[src/rtl/sleep_ctrl_pkg.sv]
package sleep_ctrl_pkg;

  typedef enum logic {
    ST_ACTIVE = 1'b0,
    ST_SLEEP  = 1'b1
  } sleepState_t;

  // Strobes from the control to the voltage datapath
  typedef struct packed {
    logic clearRef;   // forget reference reading (sleep entry)
    logic takeRef;    // current reading becomes the reference
    logic latchOcv;   // capture current reading as settled voltage
  } dpStrobe_t;

endpackage

[src/rtl/sleep_ocv_path.sv]
module sleep_ocv_path
  import sleep_ctrl_pkg::*;
#(
  parameter int CUR_W  = 8,
  parameter int VOLT_W = 16,
  parameter int TOL_W  = 6
) (
  input  logic              clk,
  input  logic              rstN,
  input  logic [CUR_W-1:0]  ibatCode,
  input  logic [VOLT_W-1:0] vbatCode,
  input  logic [CUR_W-1:0]  cfgEntryThr,
  input  logic [CUR_W-1:0]  cfgExitThr,
  input  logic [TOL_W-1:0]  cfgOcvTol,
  input  dpStrobe_t         strobe,
  output logic              belowEntry,
  output logic              aboveExit,
  output logic              deltaOk,
  output logic [VOLT_W-1:0] ocvValue
);

  localparam int PAD_W = VOLT_W - TOL_W;

  logic [VOLT_W-1:0] refVolt;
  logic              refValid;
  logic [VOLT_W-1:0] voltDelta;
  logic [VOLT_W-1:0] tolWide;

  assign belowEntry = (ibatCode < cfgEntryThr);
  assign aboveExit  = (ibatCode > cfgExitThr);

  assign tolWide   = {{PAD_W{1'b0}}, cfgOcvTol};
  assign voltDelta = (vbatCode >= refVolt) ? (vbatCode - refVolt)
                                           : (refVolt - vbatCode);
  assign deltaOk   = refValid && (voltDelta <= tolWide);

  always_ff @(posedge clk or negedge rstN) begin
    if (!rstN) begin
      refVolt  <= '0;
      refValid <= 1'b0;
      ocvValue <= '0;
    end else begin
      if (strobe.clearRef) begin
        refValid <= 1'b0;
      end else if (strobe.takeRef) begin
        refVolt  <= vbatCode;
        refValid <= 1'b1;
      end
      if (strobe.latchOcv) begin
        ocvValue <= vbatCode;
      end
    end
  end

endmodule

[src/rtl/sleep_state_fsm.sv]
module sleep_state_fsm
  import sleep_ctrl_pkg::*;
#(
  parameter int ENTRY_CFG_W = 4,
  parameter int ENTRY_MAX   = 8,
  parameter int TMO_CFG_W   = 5,
  parameter int TMO_MIN     = 2,
  parameter int TMO_MAX     = 30
) (
  input  logic                   clk,
  input  logic                   rstN,
  input  logic                   sampleValid,
  input  logic                   minuteTick,
  input  logic                   belowEntry,
  input  logic                   aboveExit,
  input  logic                   deltaOk,
  input  logic [ENTRY_CFG_W-1:0] cfgEntryCount,
  input  logic [TMO_CFG_W-1:0]   cfgTimeoutMin,
  output dpStrobe_t              strobe,
  output logic                   inSleep,
  output logic                   stateChgIrq,
  output logic                   goodOcvIrq
);

  localparam logic [ENTRY_CFG_W-1:0] ENTRY_HI = ENTRY_CFG_W'(ENTRY_MAX);
  localparam logic [ENTRY_CFG_W-1:0] ENTRY_LO = ENTRY_CFG_W'(1);
  localparam logic [TMO_CFG_W-1:0]   TMO_HI   = TMO_CFG_W'(TMO_MAX);
  localparam logic [TMO_CFG_W-1:0]   TMO_LO   = TMO_CFG_W'(TMO_MIN);

  sleepState_t             state, stateNext;
  logic [ENTRY_CFG_W-1:0]  runCnt, runCntNext, runInc, entryLimit;
  logic [TMO_CFG_W-1:0]    minCnt, minCntNext, minInc, tmoLimit;
  logic                    ocvDone, ocvDoneNext;
  logic                    chgNext, ocvPulseNext, exitNow;

  // Clamp the programmed limits
  always_comb begin
    if (cfgEntryCount < ENTRY_LO)      entryLimit = ENTRY_LO;
    else if (cfgEntryCount > ENTRY_HI) entryLimit = ENTRY_HI;
    else                               entryLimit = cfgEntryCount;
    if (cfgTimeoutMin < TMO_LO)        tmoLimit = TMO_LO;
    else if (cfgTimeoutMin > TMO_HI)   tmoLimit = TMO_HI;
    else                               tmoLimit = cfgTimeoutMin;
  end

  assign runInc = runCnt + 1'b1;
  assign minInc = minCnt + 1'b1;

  always_comb begin
    stateNext    = state;
    runCntNext   = runCnt;
    minCntNext   = minCnt;
    ocvDoneNext  = ocvDone;
    chgNext      = 1'b0;
    ocvPulseNext = 1'b0;
    strobe       = '0;
    exitNow      = 1'b0;
    case (state)
      ST_ACTIVE: begin
        minCntNext = '0;
        if (sampleValid) begin
          if (belowEntry) begin
            if (runInc >= entryLimit) begin
              stateNext       = ST_SLEEP;
              runCntNext      = '0;
              chgNext         = 1'b1;
              ocvDoneNext     = 1'b0;
              strobe.clearRef = 1'b1;
            end else begin
              runCntNext = runInc;
            end
          end else begin
            runCntNext = '0;
          end
        end
      end
      default: begin
        runCntNext = '0;
        exitNow = (sampleValid && aboveExit) ||
                  (minuteTick && (minInc >= tmoLimit));
        if (exitNow) begin
          stateNext  = ST_ACTIVE;
          chgNext    = 1'b1;
          minCntNext = '0;
        end else begin
          if (minuteTick) minCntNext = minInc;
          if (sampleValid) begin
            strobe.takeRef = 1'b1;
            if (deltaOk && !ocvDone) begin
              strobe.latchOcv = 1'b1;
              ocvPulseNext    = 1'b1;
              ocvDoneNext     = 1'b1;
            end
          end
        end
      end
    endcase
  end

  always_ff @(posedge clk or negedge rstN) begin
    if (!rstN) begin
      state       <= ST_ACTIVE;
      runCnt      <= '0;
      minCnt      <= '0;
      ocvDone     <= 1'b0;
      stateChgIrq <= 1'b0;
      goodOcvIrq  <= 1'b0;
    end else begin
      state       <= stateNext;
      runCnt      <= runCntNext;
      minCnt      <= minCntNext;
      ocvDone     <= ocvDoneNext;
      stateChgIrq <= chgNext;
      goodOcvIrq  <= ocvPulseNext;
    end
  end

  assign inSleep = (state == ST_SLEEP);

endmodule

[src/rtl/sleep_ctrl_top.sv]
module sleep_ctrl_top
  import sleep_ctrl_pkg::*;
#(
  parameter int CUR_W       = 8,
  parameter int VOLT_W      = 16,
  parameter int TOL_W       = 6,
  parameter int ENTRY_CFG_W = 4,
  parameter int ENTRY_MAX   = 8,
  parameter int TMO_CFG_W   = 5,
  parameter int TMO_MIN     = 2,
  parameter int TMO_MAX     = 30
) (
  input  logic                   clk,
  input  logic                   rstN,
  input  logic                   sampleValid,
  input  logic [CUR_W-1:0]       ibatCode,
  input  logic [VOLT_W-1:0]      vbatCode,
  input  logic                   minuteTick,
  input  logic [ENTRY_CFG_W-1:0] cfgEntryCount,
  input  logic [CUR_W-1:0]       cfgEntryThr,
  input  logic [CUR_W-1:0]       cfgExitThr,
  input  logic [TMO_CFG_W-1:0]   cfgTimeoutMin,
  input  logic [TOL_W-1:0]       cfgOcvTol,
  output logic                   inSleep,
  output logic                   stateChgIrq,
  output logic                   goodOcvIrq,
  output logic [VOLT_W-1:0]      ocvValue
);

  dpStrobe_t dpStrobe;
  logic      belowEntry, aboveExit, deltaOk;

  sleep_ocv_path #(
    .CUR_W (CUR_W),
    .VOLT_W(VOLT_W),
    .TOL_W (TOL_W)
  ) u_path (
    .clk        (clk),
    .rstN       (rstN),
    .ibatCode   (ibatCode),
    .vbatCode   (vbatCode),
    .cfgEntryThr(cfgEntryThr),
    .cfgExitThr (cfgExitThr),
    .cfgOcvTol  (cfgOcvTol),
    .strobe     (dpStrobe),
    .belowEntry (belowEntry),
    .aboveExit  (aboveExit),
    .deltaOk    (deltaOk),
    .ocvValue   (ocvValue)
  );

  sleep_state_fsm #(
    .ENTRY_CFG_W(ENTRY_CFG_W),
    .ENTRY_MAX  (ENTRY_MAX),
    .TMO_CFG_W  (TMO_CFG_W),
    .TMO_MIN    (TMO_MIN),
    .TMO_MAX    (TMO_MAX)
  ) u_fsm (
    .clk          (clk),
    .rstN         (rstN),
    .sampleValid  (sampleValid),
    .minuteTick   (minuteTick),
    .belowEntry   (belowEntry),
    .aboveExit    (aboveExit),
    .deltaOk      (deltaOk),
    .cfgEntryCount(cfgEntryCount),
    .cfgTimeoutMin(cfgTimeoutMin),
    .strobe       (dpStrobe),
    .inSleep      (inSleep),
    .stateChgIrq  (stateChgIrq),
    .goodOcvIrq   (goodOcvIrq)
  );

endmodule

[config.mk]
export PLATFORM = sky130hd
export DESIGN_NAME = sleep_ctrl_top
export DESIGN_NICKNAME = d
export VERILOG_FILES = /design/src/rtl/sleep_ctrl_pkg.sv /design/src/rtl/sleep_ocv_path.sv /design/src/rtl/sleep_state_fsm.sv /design/src/rtl/sleep_ctrl_top.sv
export SDC_FILE = /design/constraint.sdc
export NUM_CORES = 1
export LEC_CHECK = 0
export BUFFER_PORTS_ARGS = -buffer_cell sky130_fd_sc_hd__buf_2
export CAP_MARGIN = 40
export CORE_MARGIN = 2
export CORE_UTILIZATION = 30
export CTS_BUF_LIST = sky130_fd_sc_hd__clkbuf_4 sky130_fd_sc_hd__clkbuf_8 sky130_fd_sc_hd__clkbuf_16
export DETAILED_ROUTE_END_ITERATION = 12
export GPL_TIMING_DRIVEN = 0
export PLACE_DENSITY_LB_ADDON = 0.12
export SETUP_SLACK_MARGIN = 0.4
export SYNTH_ARGS = -nofsm -noshare
export SYNTH_HDL_FRONTEND = slang
export SYNTH_SLANG_ARGS = --single-unit
[constraint.sdc]
create_clock -name clk -period 5.6 [get_ports clk]
set_input_delay 1.12 -clock clk [delete_from_list [all_inputs] [get_ports clk]]
set_output_delay 1.12 -clock clk [all_outputs]
set_load 0.01 [all_outputs]
==> metrics.md <==
| Metric | Value |
|---|---|
| Worst hold slack | `505 ps` |
| Critical Path RT | `5780 ps` |
| Wire length per cell | `15.0 um` |
| Sink Count | `46` |
| CP Data Arrival Time | `5170 ps` |
| Syn avg cell area | `8.44 um^2` |
| Nets | `744` |
| Buffers plus inverters on the worst setup path | `6` |
| Antenna violations before repair | `0` |
| Die W | `126 um` |
| Clock Tree Buf Depth | `2` |
| Sequential-to-total area share from yosys stat | `0.256` |
| Die Footprint | `0.0160 mm^2` |
| Post-route setup slack | `609 ps` |
| Share of cells above drive strength 1 | `0.221` |
| Maxcap violations | `0` |
| Leak Pwr | `0.00279 uW` |
| Dpl ws | `-522 ps` |
| CP delay by family, top | `compound AO/OA/AOI/OAI gates` |
| Area delta synth->final | `20.4%` |
| Post-synth net total | `656` |
| Setup TNS | `0 ps` |
| Routability Congestion | `0.818` |
| # IOs | `78` |
| Setup CP Type | `in -> reg` |
| DRT Wirelength | `12.1 mm` |
| Yosys warnings | `0` |
| Ys flop type | `dfrtp_1` |
| Total track usage | `0.155` |
| Syn Std Cell Area | `0.00449 mm^2` |
| Starting Density | `0.308` |
| Final min period | `4990 ps` |
| Worst skew pair latency | `300 ps` |
| CTS Hold Bufs | `0` |
| Cell Area, Placed | `0.00512 mm^2` |
| H-Tree Depth | `2` |
| First-pass GRT wire length | `20.0 mm` |
| Worst path slowest cell | `clkbuf_1` |
| Worst vdd ir | `155 uV` |
| Rows | `44` |
| DR pass1 iterations | `5` |
| Min-Delay Path Class | `reg -> reg` |
| RSZ-0062 raised after global routing | `false` |
| PortBufs | `77` |
| Crit-path max cell delay | `380 ps` |
| Fin. Hold Viols | `0` |
| Largest net degree at the start of global routing | `25` |
| Max-slew headroom | `0.584` |
| Critical-path maximum fanout | `10` |
| Design Area, Final | `0.00541 mm^2` |
| Unique masters post-synth | `57` |
| Diode count | `0` |
| Async set-reset flop share out of synthesis | `1.00` |
| Number of vias per cell | `4.99` |
| Clk_skew | `9.29 ps` |
| CTS tree | `built` |
| CP Capture Type | `flip-flop` |
| Number of global-route vias before repair | `3947` |
| DRC Markers | `0` |
| Root Buffer | `clkbuf_16` |
| Clock transition at path regs | `60 ps` |
| Core Area | `0.0146 mm^2` |
| Startpoint Class | `input pin` |
| Die Height | `126 um` |
| Post-synth EDFFs | `0` |
| Status | `finished, final reports clean` |
| Count of final setup violators | `0` |
| Yosys reg bits | `46` |
| Total power | `2530 uW` |
| Iter 0 DRT Violations | `210` |
| Slew Limit Fails | `0` |
| DP Wirelength | `9.74 mm` |
| Max frequency | `200 MHz` |
| Final ANT Viol Nets | `0` |
| Inserted Clock Buffers | `5` |
| Cell area power density | `467 mW/mm^2` |
| Congestion Overflow GR | `0` |
| Cell chain of the critical path | `buf_2 > inv_1 > ha_1 > clkbuf_1 > o21a_1 > o21ai_0 > a21oi_2 > a21o_1 > buf_6 > mux2i_2 > xnor2_2 > ha_4 > a211oi_2 > o221ai_2 > o221ai_2 > nand3_2 > inv_1 > o2111ai_2 > nor3_4 > buf_6 > mux2_2` |
| Vias | `4014` |
| Slew @ Worst Pin | `623 ps` |
| Gate count of the mapped netlist | `532` |
| Final period utilization | `0.891` |
## layout make-up
class / count / area (um^2)
Fill cell: 1545 / 9180
Multi-Input combinational cell: 402 / 3070
Sequential cell: 46 / 1150
Timing Repair Buffer: 81 / 432
Inverter: 65 / 244
Tap cell: 184 / 230
Clock buffer: 6 / 139
Buffer: 19 / 124
Clock inverter: 2 / 12.5
## metal layers
metal / track usage / wire [um]
met5: 0 / 0
met4: 0.0310 / 104
met3: 0.0270 / 380
met2: 0.254 / 5710
met1: 0.215 / 5900
## repair_timing
action / CTS / global route
pin swaps: 6 / 4
gates resized for setup: 14 / 9
endpoints found under the setup margin: 17 / 17
buffers inserted: 3 / 0
## logic make-up after synthesis
kind of cell,synth area share
XOR/XNOR,0.0371
AND/OR/NAND/NOR,0.164
multiplexers,0.0574
buffers and inverters,0.0786
flip-flops,0.256
AO/OA/AOI/OAI,0.222
adder cells (fa/ha/maj),0.185
## cells in the mapped netlist (8+ instances only)
cell      instances  area, um^2
nand4_1           8        50.1
dfrtp_1          46        1150
ha_1             63         788
xnor2_1           9        78.8
a21oi_1          40         200
nand2b_1         14        87.6
inv_1            65         244
o21ai_0          40         200
nand3_1          15        75.1
xor2_1           10        87.6
clkbuf_1         10        37.5
nand2_1          51         191
a21o_1           22         165
nor2_1           21        78.8
o211ai_1          8        60.1
mux2_4           10         150
## sequential cells by signal, indices dropped and copies added (netlist names)
signal / count
u_fsm.ocvDone: 1
u_path.ocvValue: 16
u_path.refValid: 1
u_fsm.stateChgIrq: 1
u_path.refVolt: 16
u_fsm.goodOcvIrq: 1
u_fsm.runCnt: 4
u_fsm.minCnt: 5
u_fsm.inSleep: 1
## worst paths after layout
kind / start / end / slack [ps] / depth (start not counted)
min: u_path.ocvValue[7] / u_path.ocvValue[7] / 500 / 1
max: vbatCode[8] / u_path.ocvValue[6] / 610 / 21
max in group asynchronous: rstN / u_fsm.minCnt[4] / 4260 / 2
max reg2reg: u_path.refVolt[8] / u_path.ocvValue[6] / 1220 / 19
min in group asynchronous: rstN / u_path.ocvValue[7] / 810 / 1
min reg2reg: u_path.ocvValue[7] / u_path.ocvValue[7] / 500 / 1
## layout by cell type (no fill, tap or decap), types with 4 or more instances in the layout
master,netlist,layout
buf_2,3,78
a21o_1,22,22
a21oi_1,40,35
clkbuf_16,0,5
xor2_1,10,10
nor2_1,21,21
o211ai_1,8,8
nand2b_1,14,14
nand3_1,15,14
xnor2_1,9,8
o21a_1,5,5
o21ai_0,40,40
dfrtp_1,46,46
nand2_1,51,50
a211oi_1,6,5
buf_6,3,5
clkbuf_1,10,9
a21oi_2,0,4
nor3_1,6,6
inv_1,65,65
ha_1,63,62
mux2_4,10,10
o31ai_1,4,4
nor2b_1,6,6
mux2_2,6,6
or4_1,5,5
nand4_1,8,8
## report_power, final
group | switching (uW) | total, uW | internal, uW | leakage, uW
logic | 1020 | 1740 | 723 | 0.00211
registers | 56.9 | 472 | 415 | 0.000609
clock network | 136 | 313 | 177 | 0.0000729
## stage by stage
stage	utilization	instances
floorplan	-	532
global placement	0.350	793
detailed placement	0.351	794
CTS	0.367	805
global route	0.370	805
finish	0.370	805
No activity file was read; power rests on OpenSTA's default activity.
